File: src/rtl/dropcnt_pkg.sv
package dropcnt_pkg;
  // Default field widths and the byte lanes whose read enable clears each counter
  localparam int DEF_DATA_W   = 32;
  localparam int DEF_NOBUF_W  = 16;
  localparam int DEF_LOSS_W   = 11;
  localparam int DEF_NOBUF_LN = 0;
  localparam int DEF_LOSS_LN  = 2;
endpackage

File: src/rtl/dropcnt_lane_sel.sv
module dropcnt_lane_sel #(
  parameter int BE_W = 4,
  parameter int LANE = 0
) (
  input  logic            rd_en,
  input  logic [BE_W-1:0] rd_be,
  output logic            clr
);
  always_comb clr = rd_en & rd_be[LANE];
endmodule

File: src/rtl/dropcnt_field.sv
module dropcnt_field #(
  parameter int W = 16
) (
  input  logic         clk,
  input  logic         rst,
  input  logic         evt,
  input  logic         clr,
  output logic [W-1:0] cnt,
  output logic         wrapped
);
  localparam logic [W-1:0] MAXV = {W{1'b1}};

  always_ff @(posedge clk) begin
    if (rst) begin
      cnt     <= '0;
      wrapped <= 1'b0;
    end else if (clr) begin
      cnt     <= evt ? {{(W-1){1'b0}}, 1'b1} : '0;
      wrapped <= 1'b0;
    end else if (evt) begin
      cnt <= cnt + 1'b1;
      if (cnt == MAXV) wrapped <= 1'b1;
    end
  end

  AST_CLEAR_ZERO: assert property (@(posedge clk) disable iff (rst)
    clr && !evt |=> cnt == '0 && !wrapped);
  AST_CLEAR_KEEP_EVT: assert property (@(posedge clk) disable iff (rst)
    clr && evt |=> cnt == {{(W-1){1'b0}}, 1'b1} && !wrapped);
  AST_COUNT_UP: assert property (@(posedge clk) disable iff (rst)
    !clr && evt && cnt != MAXV |=> cnt == $past(cnt) + 1'b1);
  AST_WRAP_FLAG: assert property (@(posedge clk) disable iff (rst)
    !clr && evt && cnt == MAXV |=> cnt == '0 && wrapped);
  AST_FLAG_STICKY: assert property (@(posedge clk) disable iff (rst)
    wrapped && !clr |=> wrapped);
  AST_IDLE_HOLD: assert property (@(posedge clk) disable iff (rst)
    !clr && !evt |=> $stable(cnt) && $stable(wrapped));
endmodule

File: src/rtl/dropcnt_pack.sv
module dropcnt_pack #(
  parameter int DATA_W  = 32,
  parameter int NOBUF_W = 16,
  parameter int LOSS_W  = 11
) (
  input  logic [NOBUF_W-1:0] nobuf_cnt,
  input  logic               nobuf_wrap,
  input  logic [LOSS_W-1:0]  loss_cnt,
  input  logic               loss_wrap,
  output logic [DATA_W-1:0]  word
);
  localparam int LOSS_LSB  = NOBUF_W + 1;
  localparam int LOSS_FLAG = NOBUF_W + 1 + LOSS_W;

  always_comb begin
    word                      = '0;
    word[NOBUF_W-1:0]         = nobuf_cnt;
    word[NOBUF_W]             = nobuf_wrap;
    word[LOSS_LSB +: LOSS_W]  = loss_cnt;
    word[LOSS_FLAG]           = loss_wrap;
  end
endmodule

File: src/rtl/dropcnt_reg.sv
module dropcnt_reg #(
  parameter int DATA_W   = dropcnt_pkg::DEF_DATA_W,
  parameter int NOBUF_W  = dropcnt_pkg::DEF_NOBUF_W,
  parameter int LOSS_W   = dropcnt_pkg::DEF_LOSS_W,
  parameter int NOBUF_LN = dropcnt_pkg::DEF_NOBUF_LN,
  parameter int LOSS_LN  = dropcnt_pkg::DEF_LOSS_LN
) (
  input  logic              clk,
  input  logic              rst,
  input  logic              rd_en,
  input  logic [3:0]        rd_be,
  input  logic              nobuf_drop_evt,
  input  logic              fifo_loss_evt,
  output logic [DATA_W-1:0] rd_data,
  output logic              rd_valid
);
  localparam int BE_W   = 4;
  localparam int USED_W = NOBUF_W + LOSS_W + 2;
  localparam int RSV_W  = DATA_W - USED_W;

  logic               nobuf_clr, loss_clr;
  logic [NOBUF_W-1:0] nobuf_cnt;
  logic [LOSS_W-1:0]  loss_cnt;
  logic               nobuf_wrap, loss_wrap;
  logic [DATA_W-1:0]  packed_w;

  dropcnt_lane_sel #(.BE_W(BE_W), .LANE(NOBUF_LN)) u_nobuf_sel (
    .rd_en(rd_en), .rd_be(rd_be), .clr(nobuf_clr));
  dropcnt_lane_sel #(.BE_W(BE_W), .LANE(LOSS_LN)) u_loss_sel (
    .rd_en(rd_en), .rd_be(rd_be), .clr(loss_clr));

  dropcnt_field #(.W(NOBUF_W)) u_nobuf_cnt (
    .clk(clk), .rst(rst), .evt(nobuf_drop_evt), .clr(nobuf_clr),
    .cnt(nobuf_cnt), .wrapped(nobuf_wrap));
  dropcnt_field #(.W(LOSS_W)) u_loss_cnt (
    .clk(clk), .rst(rst), .evt(fifo_loss_evt), .clr(loss_clr),
    .cnt(loss_cnt), .wrapped(loss_wrap));

  dropcnt_pack #(.DATA_W(DATA_W), .NOBUF_W(NOBUF_W), .LOSS_W(LOSS_W)) u_pack (
    .nobuf_cnt(nobuf_cnt), .nobuf_wrap(nobuf_wrap),
    .loss_cnt(loss_cnt), .loss_wrap(loss_wrap), .word(packed_w));

  // Snapshot register: captures pre-clear values on each read
  always_ff @(posedge clk) begin
    if (rst) begin
      rd_data  <= '0;
      rd_valid <= 1'b0;
    end else begin
      rd_valid <= rd_en;
      if (rd_en) rd_data <= packed_w;
    end
  end

  AST_RSV_ZERO: assert property (@(posedge clk) disable iff (rst)
    rd_data[DATA_W-1 -: RSV_W] == '0);
  AST_READ_SNAP: assert property (@(posedge clk) disable iff (rst)
    rd_en |=> rd_valid && rd_data == $past(packed_w));
  AST_READ_HOLD: assert property (@(posedge clk) disable iff (rst)
    !rd_en |=> !rd_valid && $stable(rd_data));
  AST_OTHER_LANES: assert property (@(posedge clk) disable iff (rst)
    rd_en && !rd_be[NOBUF_LN] && !rd_be[LOSS_LN] && !nobuf_drop_evt && !fifo_loss_evt
    |=> $stable(packed_w));
endmodule

File: config.mk
export PLATFORM = sky130hd
export DESIGN_NAME = dropcnt_reg
export DESIGN_NICKNAME = d
export VERILOG_FILES = /design/src/rtl/dropcnt_pkg.sv /design/src/rtl/dropcnt_lane_sel.sv /design/src/rtl/dropcnt_field.sv /design/src/rtl/dropcnt_pack.sv /design/src/rtl/dropcnt_reg.sv
export SDC_FILE = /design/constraint.sdc
export NUM_CORES = 1
export LEC_CHECK = 0
export BUFFER_PORTS_ARGS = -buffer_cell sky130_fd_sc_hd__clkbuf_2
export CAP_MARGIN = 20
export CORE_MARGIN = 2
export CORE_UTILIZATION = 35
export CTS_CLUSTER_DIAMETER = 200
export CTS_CLUSTER_SIZE = 30
export DETAILED_ROUTE_END_ITERATION = 8
export REMOVE_ABC_BUFFERS = 1
export SLEW_MARGIN = 20
export SYNTH_ARGS = -nofsm -noshare
export SYNTH_HDL_FRONTEND = slang
export SYNTH_SLANG_ARGS = --single-unit
File: constraint.sdc
create_clock -name clk -period 1.8 [get_ports clk]
set_clock_uncertainty 0.05 [all_clocks]
set_input_delay 0.09 -clock clk [delete_from_list [all_inputs] [get_ports clk]]
set_output_delay 0.09 -clock clk [all_outputs]
set_load 0.005 [all_outputs]
==> summary.txt, run 1 <==
Timing
  – Fin Setup TNS: 0 ps
  – Slew margin rel.: 58.5%
  – Final setup violation count: 0
  – Min Tclk post-route: between 1500 and 2000 ps
  – Fmax: 628 MHz
  – Final slew viol count: 0
  – Worst-margin pin slew: just over 600 ps
  – Period utilization: around nine tenths
  – RSZ-0062 raised after global routing: no
  – Min Hold Slack: between 60 and 70 ps
  – Final Hold Viols: 0

Global routing
  – Initial antenna violation count: 0
  – Largest net degree at the start of global routing: 18
  – First-pass GRT wire length: around 8.0 mm
  – GR Overflow Total: 0
  – GRT Util Overall: between 10% and 20%
  – Vias in the first global route: ~1700

Clock network
  – CTS Buf Count: 9
  – # hold bufs at CTS: 0
  – Skew-Pair Late Insertion Delay: approximately 330 ps
  – CTS Sinks: just under 60
  – CTS max path bufs: 2
  – Setup Fix Bufs, Post-CTS: 0
  – Clock slew at reported path FFs: 70 ps
  – CTS resizes: 0
  – CTS tree: done
  – H-tree Lvls: 3
  – Root Driver: clkbuf_8

Yosys
  – Post-synthesis register bit count: 59
  – Synth Area per Inst: 9.41 µm²
  – Number of distinct library cells after synthesis: 38
  – Post-Syn Area: 0.00248 mm²
  – Synth Instances: around 260
  – Sequential-to-total area share from yosys stat: a little under half
  – Warnings from Yosys: 0

Hold path
  – WHS Endpoint: u_loss_cnt.cnt[0]
  – Hold-critical path depth: 3
  – Hold crit path type: input port to register
  – Hold Startpoint: fifo_loss_evt

Final layout
  – Ant diodes: 0
  – Share of layout cells above drive strength 1: about a fifth
  – Fin cells: 400
  – NumNets Final: between 300 and 400
  – Area grow syn2layout: 17.5%
  – Most common cell after layout, fill and taps aside: dfxtp_1
  – Commonest non-fill, non-tap cells in the layout: dfxtp_1, nor2_1, clkbuf_2

Drt
  – Vias per cell: around 4.6
  – DRC: 0
  – Detailed Route WL: between 4 and 5 mm
  – ANT nets after route: 0
  – 1st-pass router iterations: 4
  – Routed WL per cell: 11.7 µm
  – Vias post-DR: about 1800
  – Initial DRC count: 85

Setup path
  – CP Launch Type: register
  – RR Startpoint: u_nobuf_cnt.cnt[1]
  – Worst path cell trace: ha_1 > and2_2 > nand2_1 > or4_1 > a21oi_1
  – Setup CP Type: register to register
  – Crit path capture type: register
  – Worst r2r dst: u_nobuf_cnt.cnt[12]
  – Reg2reg path depth: 5
  – Required @ worst endpoint: roughly 2000 ps
  – CP Max Fanout: 4
  – Reg2reg setup slack: slightly above 200 ps
  – Slowest cell delay on critical path: around 490 ps
  – Cell with the largest stage delay on the worst path: or4_1
  – Critical path arrival: approximately 1800 ps

Placement
  – GP Congestion: between 0.7 and 0.8
  – Number of port buffers: 36
  – Placed cells: between 300 and 400
  – Final HPWL from detailed placement: ~3.3 mm

Power and ir drop
  – P per Cell Area: ~900 mW/mm²
  – Peak supply drop: between 0.3 and 0.4 mV
  – Post-route total power: approximately 2.6 mW
  – Leak pwr: 1.19 nW

Status
  – Status: completed

Floorplan
  – Die area: a little under 0.008 mm²
  – Core area: roughly 0.0068 mm²
  – Die height: approximately 90 µm
  – Total I/O pin count: 42
  – Row cnt: 30
  – Initial Util: roughly 36%
  – Die Wd: roughly 88 µm

Flow run
  – Maxcap violations: 0
[flip-flops by register name, indices dropped and copies added (netlist names)]
register             cells
rd_valid                 1
rd_data                 29
u_nobuf_cnt.cnt         16
u_nobuf_cnt.wrapped      1
u_loss_cnt.cnt          11
u_loss_cnt.wrapped       1
[cell usage after synthesis (all sizes together)]
master / number / area [µm²]
mux2i: 31 / 310
nor3: 5 / 25.0
dfxtp: 59 / 1180
nor2: 52 / 195
nor2b: 1 / 6.26
nor4b: 1 / 8.76
buf: 8 / 60.1
mux2: 1 / 11.3
clkbuf: 9 / 46.3
nand2b: 3 / 26.3
a21o: 1 / 15.0
and3: 1 / 6.26
o31ai: 4 / 30.0
inv: 5 / 18.8
and2: 1 / 7.51
nand3: 4 / 25.0
or3: 4 / 26.3
nand2: 19 / 71.3
nor4: 5 / 31.3
or4: 4 / 30.0
ha: 2 / 25.0
o21ai: 2 / 10.0
xor2: 5 / 43.8
a21oi: 11 / 55.1
xnor2: 12 / 105
conb: 1 / 3.75
nand4: 9 / 71.3
and4: 2 / 20.0
clkdlybuf4s15: 1 / 10.0
[logic make-up (layout without fill, tap and decap cells)]
family / count (synthesis) / count (layout) / synth area share (%)
and+or+nand+nor: 111 / 111 / 22.2
DFF: 59 / 59 / 47.7
muxes: 32 / 32 / 13.0
buffers and inverters: 23 / 62 / 5.46
AOI/OAI and AO/OA: 18 / 18 / 4.45
xor gates and xnor gates: 17 / 17 / 6.01
adders and majority gates: 2 / 2 / 1.01
other: 1 / 3 / 0.151
[metal layers]
metal | routed length [µm] | up-vias | track usage [%]
li1 | - | 962 | -
met1 | 2430 | 841 | 18.5
met2 | 1950 | 31 | 18.4
met3 | 195 | 7 | 3.77
met4 | 84 | 0 | 7.85
met5 | 0 | - | 0
[per-stage QoR]
| step | util (%) | setup WS (ps) | instance area [µm²] |
|---|---|---|---|
| 6_report | 42.6 | 208 | 2910 |
| 5_1_grt | 42.6 | 110 | 2910 |
| 3_3_place_gp | 39.7 | 218 | 2710 |
| 2_1_floorplan | - | 312 | 2370 |
| 3_5_place_dp | 39.7 | 202 | 2710 |
| 4_1_cts | 42.6 | 189 | 2910 |
[critical path: cells and delay by family, from the launching register on]
family | cells | cell delay (ps)
AOI/OAI and AO/OA | 1 | 140
and+or+nand+nor | 3 | 740
DFF | 1 | 390
adders and majority gates | 1 | 200
[how the worst max path moves through the flow]
stage                                  start                   to  cells past startpoint
after CTS                 u_nobuf_cnt.cnt[1]  u_nobuf_cnt.cnt[12]                      5
after global routing      u_nobuf_cnt.cnt[1]  u_nobuf_cnt.cnt[12]                      5
final                     u_nobuf_cnt.cnt[1]  u_nobuf_cnt.cnt[12]                      5
after global placement    u_nobuf_cnt.cnt[0]  u_nobuf_cnt.cnt[12]                      5
after detailed placement  u_nobuf_cnt.cnt[1]  u_nobuf_cnt.cnt[12]                      5
after floorplan           u_nobuf_cnt.cnt[0]  u_nobuf_cnt.cnt[12]                      5
[where the power goes]
group	internal (mW)	total, mW	switching, mW
combinational	0.0468	0.121	0.0739
clock	0.678	1.17	0.488
sequential	1.32	1.33	0.0112
[cell type report]
cell class              instances  area (µm²)
repair buffers                 42         225
clock inverters                 1        5.00
well taps                      96         120
inverters                       5        18.8
clock buffers                  14         193
fillers                       701        3920
flip-flops and latches         59        1180
multi-input cells             183        1170
Power figures use the tool's default switching activity.
==> inputs of run 2 (changes only) <==
--- a/config.mk
+++ b/config.mk
@@ -7,11 +7,11 @@
 export LEC_CHECK = 0
 export BUFFER_PORTS_ARGS = -buffer_cell sky130_fd_sc_hd__clkbuf_2
 export CAP_MARGIN = 20
-export CORE_MARGIN = 2
 export CORE_UTILIZATION = 35
 export CTS_CLUSTER_DIAMETER = 200
 export CTS_CLUSTER_SIZE = 30
 export DETAILED_ROUTE_END_ITERATION = 8
+export PLACE_DENSITY_LB_ADDON = 0.15
 export REMOVE_ABC_BUFFERS = 1
 export SLEW_MARGIN = 20
 export SYNTH_ARGS = -nofsm -noshare
==> summary.txt, run 2 (synthesis gave the netlist of run 1 again) <==
Power and ir drop
  – Post-route total power: 2.65 mW (was 2.62 mW)
  – P per Cell Area: 904 mW/mm² (was 899 mW/mm²)
  – Leak pwr: 1.20 nW (was 1.19 nW)
  – Peak supply drop: 0.367 mV (was 0.382 mV)

Global routing
  – First-pass GRT wire length: 8.14 mm (was 7.96 mm)
  – Vias in the first global route: 1712 (was 1671)
  – GRT Util Overall: 14.5% (was 13.4%)
  – Largest net degree at the start of global routing: 21 (was 18)
  – Initial antenna violation count: 0 (unchanged)
  – GR Overflow Total: 0 (unchanged)

Timing
  – Final setup violation count: 0 (unchanged)
  – RSZ-0062 raised after global routing: no (unchanged)
  – Post-layout worst setup margin: 203 ps (was 208 ps)
  – Min Hold Slack: 57.1 ps (was 66.7 ps)
  – Fmax: 626 MHz (was 628 MHz)
  – Period utilization: 88.7% (was 88.5%)
  – Final slew viol count: 0 (unchanged)
  – Min Tclk post-route: 1600 ps (was 1590 ps)
  – Final Hold Viols: 0 (unchanged)
  – Fin Setup TNS: 0 ps (unchanged)

Final layout
  – NumNets Final: 314 (was 311)
  – Most flop-heavy register: rd_data (unchanged)
  – Fill cell count: 726 (was 701)
  – Final Util: 42.9% (was 42.6%)
  – Final instance area: 0.00293 mm² (was 0.00291 mm²)
  – Area of the multi-input gates: 0.00117 mm² (unchanged)
  – Share of layout cells above drive strength 1: 21.5% (was 21.4%)
  – Register area: 0.00118 mm² (unchanged)
  – Ant diodes: 0 (unchanged)
  – Area grow syn2layout: 18.3% (was 17.5%)
  – Fin cells: 403 (was 400)
  – Commonest non-fill, non-tap cells in the layout: dfxtp_1, nor2_1, clkbuf_2 (unchanged)
  – Most common cell after layout, fill and taps aside: dfxtp_1 (unchanged)
  – Biggest regs: rd_data x29, u_nobuf_cnt.cnt x16, u_loss_cnt.cnt x11 (unchanged)
  – Max reg flops: 29 (unchanged)

Drt
  – ANT nets after route: 0 (unchanged)
  – Initial DRC count: 79 (was 85)
  – Routed WL per cell: 12.1 µm (was 11.7 µm)
  – 1st-pass router iterations: 4 (unchanged)
  – DRC: 0 (unchanged)
  – Vias post-DR: 1840 (was 1841)
  – Vias per cell: 4.57 (was 4.60)
  – Detailed Route WL: 4.87 mm (was 4.67 mm)

Clock network
  – CTS Buf Count: 9 (unchanged)
  – CTS tree: done (unchanged)
  – Root Driver: clkbuf_8 (unchanged)
  – CTS Sinks: 59 (unchanged)
  – H-tree Lvls: 3 (unchanged)
  – CTS resizes: 0 (unchanged)
  – CTS max path bufs: 2 (unchanged)
  – Clock slew at reported path FFs: 60 ps (was 70 ps)
  – Skew-Pair Late Insertion Delay: 340 ps (was 330 ps)
  – Setup Fix Bufs, Post-CTS: 0 (unchanged)
  – # hold bufs at CTS: 0 (unchanged)

Placement
  – Number of port buffers: 36 (unchanged)
  – Placed cells: 388 (was 385)
  – GP Congestion: 0.751 (was 0.782)
  – Pre-CTS WS: 210 ps (was 202 ps)
  – Final HPWL from detailed placement: 3.45 mm (was 3.34 mm)
  – Placed cell area: 0.00274 mm² (was 0.00271 mm²)

Setup path
  – Required @ worst endpoint: 2020 ps (was 2010 ps)
  – CP Max Fanout: 4 (unchanged)
  – Reg2reg path depth: 5 (unchanged)
  – Worst r2r dst: u_nobuf_cnt.cnt[12] (unchanged)
  – Setup CP Type: register to register (unchanged)
  – RR Startpoint: u_nobuf_cnt.cnt[1] (unchanged)
  – Reg2reg setup slack: 200 ps (was 210 ps)
  – Crit path capture type: register (unchanged)
  – Critical path arrival: 1820 ps (was 1800 ps)
  – CP Launch Type: register (unchanged)

Floorplan
  – Initial Util: 36.2% (unchanged)
  – Die Wd: 86.1 µm (was 88.1 µm)
  – Die height: 86.1 µm (was 88.1 µm)
  – Row cnt: 30 (unchanged)
  – Core area: 0.00683 mm² (unchanged)
  – Total I/O pin count: 42 (unchanged)
  – Die area: 0.00741 mm² (was 0.00776 mm²)

Hold path
  – Hold Startpoint: fifo_loss_evt (unchanged)
  – Hold-critical path depth: 3 (unchanged)
  – WHS Endpoint: u_loss_cnt.cnt[0] (unchanged)
  – Hold crit path type: input port to register (unchanged)

Flow run
  – Maxcap violations: 0 (unchanged)

Status
  – Status: completed (unchanged)
## run 2: cell types whose count changed in the layout (fill, tap and decap cells not counted)
cell       previous run  this run
buf_4                 6         9
clkbuf_1              0         2
clkbuf_8             14        11
bufinv_16             0         1
## run 2: final cells by class
cell class / count / share of cell area, %
clock buffers: 13 / 5.43
clock inverters: 2 / 1.20
inverters: 5 / 0.641
multi-input cells: 183 / 39.9
flip-flops and latches: 59 / 40.3
well taps: 96 / 4.10
repair buffers: 45 / 8.46
## run 2: worst max-delay path by stage
| stage | startpoint | endpoint | slack (ps) |
|---|---|---|---|
| after global placement | u_nobuf_cnt.cnt[1] | u_nobuf_cnt.cnt[12] | 230 |
| after floorplan | u_nobuf_cnt.cnt[0] | u_nobuf_cnt.cnt[12] | 310 |
| final | u_nobuf_cnt.cnt[1] | u_nobuf_cnt.cnt[12] | 200 |
| after global routing | u_nobuf_cnt.cnt[1] | u_nobuf_cnt.cnt[14] | 70 |
| after detailed placement | u_nobuf_cnt.cnt[0] | u_nobuf_cnt.cnt[12] | 210 |
| after CTS | u_nobuf_cnt.cnt[1] | u_nobuf_cnt.cnt[12] | 200 |
## run 2: layer usage
layer | wire (µm) | track usage (%) | share of wire, % | vias to the layer above
met5 | 0 | 0 | 0 | -
met4 | 121 | 9.55 | 2.5 | 0
met3 | 168 | 2.98 | 3.5 | 11
met2 | 1910 | 20.1 | 39 | 37
met1 | 2670 | 20.3 | 55 | 820
li1 | - | - | - | 972
## run 2: where the power goes
part           internal (mW)  switching, mW
logic                 0.0503         0.0774
clock network          0.706          0.485
registers               1.32         0.0109
## run 2: worst max-delay path: stages (launching register included)
cell	delay [ps]
dfxtp_1	390
ha_1	200
and2_2	180
nand2_1	70
or4_1	500
a21oi_1	140
